==> config.mk <==
export PLATFORM = sky130hd
export DESIGN_NAME = tach_avg_seq
export DESIGN_NICKNAME = d
export VERILOG_FILES = /design/src/rtl/tach_avg_pkg.sv /design/src/rtl/tach_tick_sched.sv /design/src/rtl/tach_chan_fsm.sv /design/src/rtl/tach_avg_seq.sv
export SDC_FILE = /design/constraint.sdc
export NUM_CORES = 2
export LEC_CHECK = 0
export ABC_AREA = 1
export BUFFER_PORTS_ARGS = -buffer_cell sky130_fd_sc_hd__buf_2
export CORE_ASPECT_RATIO = 1.4
export CORE_MARGIN = 2
export CORE_UTILIZATION = 51
export DETAILED_ROUTE_END_ITERATION = 10
export HOLD_SLACK_MARGIN = 0.05
export MAX_ROUTING_LAYER = met4
export PLACE_DENSITY = 0.69
export SLEW_MARGIN = 0
export SYNTH_ARGS = -nofsm -noshare
export SYNTH_HDL_FRONTEND = slang
export SYNTH_SLANG_ARGS = --single-unit
==> constraint.sdc <==
create_clock -name clk -period 3 [get_ports clk]
set_clock_uncertainty 0.1 [all_clocks]
set_input_delay 0.6 -clock clk [delete_from_list [all_inputs] [get_ports clk]]
set_output_delay 0.6 -clock clk [all_outputs]
set_load 0.01 [all_outputs]
==> src/rtl/tach_avg_pkg.sv <==
package tach_avg_pkg;

    typedef enum logic [7:0] {
        ST_INIT   = 8'h00,
        ST_FIRST  = 8'h01,
        ST_ENOUGH = 8'h02,
        ST_OFF    = 8'hFF
    } tach_st_e;

endpackage

==> src/rtl/tach_tick_sched.sv <==
module tach_tick_sched #(
    parameter int TICK_CYCLES = 20_000_000,
    parameter int NUM_MOD     = 8,
    parameter int CH_PER_MOD  = 2,
    parameter int GROUPS      = 4
) (
    input  logic                           clk,
    input  logic                           rst_n,
    output logic [NUM_MOD*CH_PER_MOD-1:0]  svc_o
);
    localparam int NCH = NUM_MOD * CH_PER_MOD;
    localparam int CW  = (TICK_CYCLES > 2) ? $clog2(TICK_CYCLES) : 1;
    localparam int PW  = (GROUPS > 1) ? $clog2(GROUPS) : 1;

    logic [CW-1:0] cnt_q;
    logic [PW-1:0] phase_q;
    logic          tick;

    assign tick = (cnt_q == CW'(TICK_CYCLES - 1));

    always_ff @(posedge clk) begin
        if (!rst_n) begin
            cnt_q   <= '0;
            phase_q <= '0;
        end else if (tick) begin
            cnt_q   <= '0;
            phase_q <= (phase_q == PW'(GROUPS - 1)) ? '0 : phase_q + 1'b1;
        end else begin
            cnt_q   <= cnt_q + 1'b1;
        end
    end

    // each channel is serviced when the rotating phase reaches its module group
    for (genvar c = 0; c < NCH; c++) begin : g_svc
        localparam int GRP = (c / CH_PER_MOD) % GROUPS;
        assign svc_o[c] = tick && (phase_q == PW'(GRP));
    end

endmodule

==> src/rtl/tach_chan_fsm.sv <==
module tach_chan_fsm
    import tach_avg_pkg::*;
#(
    parameter int CW = 16
) (
    input  logic          clk,
    input  logic          rst_n,
    input  logic          present_i,
    input  logic          svc_i,
    input  logic          cap_i,
    input  logic [CW-1:0] cap_val_i,
    input  logic          tmo_i,
    output tach_st_e      st_o,
    output logic          run_o,
    output logic          reload_o,
    output logic [CW-1:0] avg_o
);
    tach_st_e      st_q, st_d;
    logic [CW:0]   acc_q;
    logic [CW-1:0] delta;
    logic [CW:0]   sum;
    logic          do_restart, do_tmo, do_cap;

    assign delta      = {CW{1'b1}} - cap_val_i;
    assign sum        = acc_q + {1'b0, delta};
    assign do_restart = svc_i && present_i;
    assign do_tmo     = !do_restart && run_o && tmo_i;
    assign do_cap     = !do_restart && run_o && !tmo_i && cap_i;

    always_comb begin
        st_d = st_q;
        if (do_restart) begin
            st_d = ST_INIT;
        end else if (do_cap) begin
            unique case (st_q)
                ST_INIT:   st_d = ST_FIRST;
                ST_FIRST:  st_d = ST_ENOUGH;
                ST_ENOUGH: st_d = ST_INIT;
                ST_OFF:    st_d = ST_OFF;
            endcase
        end
    end

    // state register
    always_ff @(posedge clk) begin
        if (!rst_n) st_q <= ST_OFF;
        else        st_q <= st_d;
    end

    // outputs and datapath
    always_ff @(posedge clk) begin
        if (!rst_n) begin
            acc_q    <= '0;
            run_o    <= 1'b0;
            reload_o <= 1'b0;
            avg_o    <= '0;
        end else begin
            reload_o <= 1'b0;
            if (do_restart) begin
                run_o    <= 1'b1;
                reload_o <= 1'b1;
            end else if (do_tmo) begin
                run_o <= 1'b0;
                avg_o <= '0;
            end else if (do_cap) begin
                unique case (st_q)
                    ST_INIT:   acc_q <= '0;
                    ST_FIRST:  acc_q <= sum;
                    ST_ENOUGH: begin
                        acc_q <= sum;
                        avg_o <= sum[CW:1];
                        run_o <= 1'b0;
                    end
                    ST_OFF:    acc_q <= acc_q;
                endcase
            end
        end
    end

    assign st_o = st_q;

endmodule

==> src/rtl/tach_avg_seq.sv <==
module tach_avg_seq
    import tach_avg_pkg::*;
#(
    parameter int NUM_MOD     = 8,
    parameter int CH_PER_MOD  = 2,
    parameter int GROUPS      = 4,
    parameter int CNT_W       = 16,
    parameter int TICK_CYCLES = 20_000_000
) (
    input  logic                                  clk,
    input  logic                                  rst_n,
    input  logic [NUM_MOD*CH_PER_MOD-1:0]         chan_present,
    input  logic [NUM_MOD*CH_PER_MOD-1:0]         cap_valid,
    input  logic [NUM_MOD*CH_PER_MOD*CNT_W-1:0]   cap_value,
    input  logic [NUM_MOD*CH_PER_MOD-1:0]         tmo_valid,
    output logic [NUM_MOD*CH_PER_MOD-1:0]         run_en,
    output logic [NUM_MOD*CH_PER_MOD-1:0]         reload,
    output logic [NUM_MOD*CH_PER_MOD*CNT_W-1:0]   avg_count
);
    localparam int NCH = NUM_MOD * CH_PER_MOD;

    logic [NCH-1:0]      svc_mask;
    logic [NCH-1:0][7:0] chan_st;

    tach_tick_sched #(
        .TICK_CYCLES (TICK_CYCLES),
        .NUM_MOD     (NUM_MOD),
        .CH_PER_MOD  (CH_PER_MOD),
        .GROUPS      (GROUPS)
    ) u_sched (
        .clk   (clk),
        .rst_n (rst_n),
        .svc_o (svc_mask)
    );

    for (genvar c = 0; c < NCH; c++) begin : g_chan
        tach_st_e st_w;

        tach_chan_fsm #(.CW(CNT_W)) u_fsm (
            .clk       (clk),
            .rst_n     (rst_n),
            .present_i (chan_present[c]),
            .svc_i     (svc_mask[c]),
            .cap_i     (cap_valid[c]),
            .cap_val_i (cap_value[c*CNT_W +: CNT_W]),
            .tmo_i     (tmo_valid[c]),
            .st_o      (st_w),
            .run_o     (run_en[c]),
            .reload_o  (reload[c]),
            .avg_o     (avg_count[c*CNT_W +: CNT_W])
        );

        assign chan_st[c] = st_w;
    end

endmodule

==> impl_summary.md <==
Clock network
The clock transition at the register clock pins on the worst setup and hold paths after CTS is 0.06 ns. Clock latency on the worst-skew pair, taken at its later pin, is 0.62 ns. Counting the buffers created by CTS gives 68. Post-CTS timing repair inserted 0 buffers for setup.

The maximum number of buffers from clock root to sink is 3. The number of buffers inserted by hold repair at cts is 0. The root buffer cell chosen for the clock tree is sky130_fd_sc_hd__clkbuf_16.

The H-tree was split into 3 levels. The TritonCTS clock tree is done. The clock net in this run drives a total of 635 sinks. The number of cells upsized or downsized after cts is 0.

Power
The net switching share of the total power is 0.247. The clock network fraction of design power is 0.470. The internal power of the cells is 14000 uW. The net load switching power is 4580 uW.

Summed over all cells, the static leakage comes to 0.0238 uW. The relative contribution of sequential cells to total power is 0.454. The worst voltage drop across the vdd grid is 0.510 mV.

The power density over the cells is 397 mW/mm^2. The share of total power dissipated in combinational logic is 0.076.

Floorplan
The standard cell core area is 0.0802 mm^2. The initial utilization of the core area, before any placement, comes to 0.515. The floorplan has 123 rows. Measured along the y axis, the die boundary spans 341 um. The area of the die is 0.0832 mm^2. 594 I/O pins were placed. The die is 244 um wide.

Global routing
Entering global routing, the biggest net connects 129 pins. The via count of the first global-routing pass is 39095. The number of antenna violations at the first check in global routing was 12. In the global route stage, overall resource usage came out at 0.305. The wire length of the first global-routing pass is 200000 um. Summed over all layers, the global routing overflow is 0.

Min path
In this run the worst hold path is classified as input port to register. Counting instances, the worst hold path has a depth of 3.

Setup path
The worst setup path is launched from a register. The worst reg-to-reg path cell count is 10. The required time of the worst setup path is 3.44 ns. The worst setup path is of the register to register kind. In this run the worst path has a maximum fanout of 17. The worst setup path is captured at a register. STA puts the critical path data arrival time at 3.12 ns.

Synthesis
The number of nets in the synthesized netlist is 6691. Each instance of the synthesized netlist takes up on average 6.75 um^2. For this run, the leading register cell type out of synthesis is sky130_fd_sc_hd__dfxtp_1. The count of yosys warnings during synthesis is 0.

The number of distinct library cells after synthesis is 45. The mapped netlist covers 0.0413 mm^2. The fraction of synthesis flops using an asynchronous set or reset pin is 0.

The number of flops mapped to enable cells by yosys is 0. The cell count after synthesis is 6108. Synthesis inferred 635 register bits. The share of the Yosys chip area taken by registers is 0.308.

Timing
In the finished design, the share of the clock period the worst path needs comes to 0.892. Subtracting the final worst setup slack from the clock period gives 2.68 ns. The count of final hold-check violations came to 0. Derived from the worst setup path, the maximum achievable clock frequency is 374 MHz.

Setup repair after global routing left no endpoint under its margin. At the pin with the least slew margin, the transition time is 0.675 ns. The summed negative setup slack over all endpoints is 0 ns. Setup violations remaining at the end of the flow were counted as 0. Headroom to the max-slew limit came out at 0.548. The count of final max-slew check failures is 0.

Routing
In this run, the number of DRC markers left after iteration 0 of detailed routing was 2142. Dividing the detail-routed via count by the number of cells gives 5.21. In the final routed layout, each cell accounts on average for 16.3 um.

Once detail routing completed, the nets flagged for antenna violations numbered 0. The overall routed net length is 126000 um. The number of optimization iterations in the first detailed-route pass is 5. The via count of the routed design is 40322. For this run, design rule violations remaining after detail routing come to 0.

Place
The post-DP HPWL is 97800 um. Routability-driven placement finished with a final weighted congestion of 0.983. In this run the tool buffered the top-level ports with 593 buffer cells.

Cells and area
The number of nets at the end of the flow is 7199. The combined area of the multi-input logic cells is 0.0240 mm^2. The area used by sequential logic in the layout is 0.0127 mm^2. The fraction of layout cells with a size suffix above 1 is 0.155. The number of fillers in the final layout is 7943.

The utilization after layout is 0.584. The area growth from synthesis to final layout is 13.5%.

Status
The flow ran to the end, and the final reports show no timing, DRC or antenna violations.

Flow run
The total of max-cap violations is 0.
## path summary, 6_finish.rpt
path                                 start  slack, ns                   endpoint
hold / removal             chan_present[3]       0.16   g_chan[3].u_fsm.reload_o
hold reg to reg   g_chan[4].u_fsm.avg_o[9]       0.36   g_chan[4].u_fsm.avg_o[9]
setup / recovery          u_sched.cnt_q[0]       0.32  g_chan[13].u_fsm.avg_o[1]
setup reg to reg          u_sched.cnt_q[0]       0.32  g_chan[13].u_fsm.avg_o[1]
## placed cells by master (no fill, tap or decap), types with 8 or more instances in the layout
| cell type | Yosys | final |
|---|---|---|
| sky130_fd_sc_hd__nand4_1 | 48 | 48 |
| sky130_fd_sc_hd__o211ai_1 | 19 | 19 |
| sky130_fd_sc_hd__nor3_1 | 43 | 43 |
| sky130_fd_sc_hd__buf_2 | 27 | 592 |
| sky130_fd_sc_hd__nor2_1 | 414 | 414 |
| sky130_fd_sc_hd__and2_1 | 44 | 44 |
| sky130_fd_sc_hd__inv_1 | 826 | 826 |
| sky130_fd_sc_hd__nand4_4 | 34 | 34 |
| sky130_fd_sc_hd__nor2_2 | 8 | 8 |
| sky130_fd_sc_hd__nand3b_1 | 30 | 30 |
| sky130_fd_sc_hd__fa_1 | 16 | 16 |
| sky130_fd_sc_hd__nand3_4 | 17 | 17 |
| sky130_fd_sc_hd__diode_2 | 0 | 11 |
| sky130_fd_sc_hd__nand2_2 | 93 | 93 |
| sky130_fd_sc_hd__buf_12 | 11 | 8 |
| sky130_fd_sc_hd__a21oi_1 | 634 | 634 |
| sky130_fd_sc_hd__clkbuf_8 | 0 | 17 |
| sky130_fd_sc_hd__buf_4 | 33 | 30 |
| sky130_fd_sc_hd__clkbuf_16 | 0 | 71 |
| sky130_fd_sc_hd__nor2_4 | 18 | 18 |
| sky130_fd_sc_hd__dfxtp_1 | 635 | 635 |
| sky130_fd_sc_hd__o21ai_0 | 171 | 171 |
| sky130_fd_sc_hd__nand3_2 | 15 | 15 |
| sky130_fd_sc_hd__nand2_1 | 1761 | 1761 |
| sky130_fd_sc_hd__xor2_1 | 109 | 109 |
| sky130_fd_sc_hd__o21ai_1 | 25 | 25 |
| sky130_fd_sc_hd__nand3_1 | 515 | 515 |
| sky130_fd_sc_hd__or2_2 | 15 | 15 |
| sky130_fd_sc_hd__a21o_1 | 26 | 26 |
| sky130_fd_sc_hd__ha_1 | 261 | 261 |
| sky130_fd_sc_hd__a21oi_2 | 93 | 93 |
| sky130_fd_sc_hd__clkbuf_1 | 77 | 21 |
| sky130_fd_sc_hd__xnor2_1 | 13 | 13 |
## cells in the mapped netlist, types with 2 or more instances
library cell,n,area [um^2]
sky130_fd_sc_hd__xor2_1,109,955
sky130_fd_sc_hd__inv_1,826,3100
sky130_fd_sc_hd__buf_1,2,7.51
sky130_fd_sc_hd__or2_2,15,93.8
sky130_fd_sc_hd__ha_1,261,3270
sky130_fd_sc_hd__nor2_8,2,40.0
sky130_fd_sc_hd__nand4_1,48,300
sky130_fd_sc_hd__clkbuf_1,77,289
sky130_fd_sc_hd__nand4_2,4,50.1
sky130_fd_sc_hd__nor4_1,7,43.8
sky130_fd_sc_hd__fa_1,16,320
sky130_fd_sc_hd__xnor2_1,13,114
sky130_fd_sc_hd__buf_12,11,220
sky130_fd_sc_hd__nand3_2,15,150
sky130_fd_sc_hd__nor2_4,18,203
sky130_fd_sc_hd__clkinv_1,3,11.3
sky130_fd_sc_hd__inv_2,7,26.3
sky130_fd_sc_hd__nand3_1,515,2580
sky130_fd_sc_hd__o21ai_0,171,856
sky130_fd_sc_hd__a21oi_2,93,815
sky130_fd_sc_hd__clkbuf_2,6,30.0
sky130_fd_sc_hd__o21ai_1,25,125
sky130_fd_sc_hd__buf_2,27,135
sky130_fd_sc_hd__nand3b_1,30,225
sky130_fd_sc_hd__nor3b_1,3,22.5
sky130_fd_sc_hd__nand2_1,1761,6610
sky130_fd_sc_hd__dfxtp_1,635,12700
sky130_fd_sc_hd__nor2_2,8,50.1
sky130_fd_sc_hd__buf_8,12,180
sky130_fd_sc_hd__nor2_1,414,1550
sky130_fd_sc_hd__o21bai_1,2,15.0
sky130_fd_sc_hd__nand3_4,17,298
sky130_fd_sc_hd__nand4_4,34,723
sky130_fd_sc_hd__a211oi_1,2,15.0
sky130_fd_sc_hd__buf_4,33,248
sky130_fd_sc_hd__and2_1,44,275
sky130_fd_sc_hd__nand2_2,93,582
sky130_fd_sc_hd__a21o_1,26,195
sky130_fd_sc_hd__o211ai_1,19,143
sky130_fd_sc_hd__nor3_1,43,215
sky130_fd_sc_hd__a21oi_1,634,3170
sky130_fd_sc_hd__buf_6,24,270
## critical path, stage by stage (launching register included)
cell and delay, ns:
sky130_fd_sc_hd__dfxtp_1 0.38, sky130_fd_sc_hd__ha_1 0.18, sky130_fd_sc_hd__nand2_1 0.09, sky130_fd_sc_hd__nor2_4 0.12, sky130_fd_sc_hd__nand2_2 0.12, sky130_fd_sc_hd__nor2_8 0.31, sky130_fd_sc_hd__buf_12 0.20, sky130_fd_sc_hd__nand4_4 0.20
sky130_fd_sc_hd__nand3_1 0.54, sky130_fd_sc_hd__nand3_1 0.17, sky130_fd_sc_hd__a21oi_1 0.17
## logic make-up (layout without fill, tap and decap cells)
| group | after synthesis | after routing | synth area share |
|---|---|---|---|
| XOR/XNOR | 122 | 122 | 0.0259 |
| buffers and inverters | 1029 | 1586 | 0.110 |
| flip-flops | 635 | 635 | 0.308 |
| AO/OA/AOI/OAI | 973 | 973 | 0.130 |
| adder cells (fa/ha/maj) | 277 | 277 | 0.0869 |
| other | 0 | 11 | 0 |
| AND/OR/NAND/NOR | 3072 | 3072 | 0.340 |
## state kept, by name, summed over array words and instances (netlist names)
signal	flops
g_chan.u_fsm.st_o	48
u_sched.cnt_q	25
g_chan.u_fsm.reload_o	16
u_sched.phase_q	2
g_chan.u_fsm.avg_o	256
g_chan.u_fsm.acc_q	272
g_chan.u_fsm.run_o	16
## layer usage
metal / wire length [um] / up-vias / global-route usage
met5: 0 / - / -
met4: 5740 / 0 / 0.137
met3: 7460 / 300 / 0.0526
met2: 62200 / 1055 / 0.534
met1: 50700 / 18311 / 0.337
li1: - / 20656 / -
## metrics by stage
| stage | cell area [um^2] | hold slack [ns] | setup WS [ns] | instances | power, uW |
|---|---|---|---|---|---|
| after floorplan | 41300 | 0.341 | 0.748 | 6108 | 9470 |
| after global placement | 44600 | 0.344 | 0.428 | 7608 | 10000 |
| after detailed placement | 44600 | 0.347 | 0.327 | 7608 | 10000 |
| after CTS | 46800 | 0.128 | 0.313 | 7727 | 18800 |
| after global routing | 46800 | 0.148 | 0.135 | 7738 | 19200 |
| final | 46800 | 0.164 | 0.323 | 7738 | 18600 |
## power groups by stage
stage,clock [uW],combinational (uW),sequential (uW)
2_1_floorplan,0,849,8620
3_3_place_gp,0,1400,8620
3_5_place_dp,0,1400,8620
4_1_cts,8910,1410,8440
5_1_grt,9230,1570,8430
6_report,8730,1410,8440
## cell type report
type | instances | area share
repair buffers | 630 | 0.0715
clock inverters | 10 | 0.00334
diodes | 11 | 0.000588
multi-input cells | 4444 | 0.513
flip-flops and latches | 635 | 0.271
well taps | 1062 | 0.0284
clock buffers | 109 | 0.0446
inverters | 837 | 0.0673
Note: power is estimated with default switching activity, not from simulation.
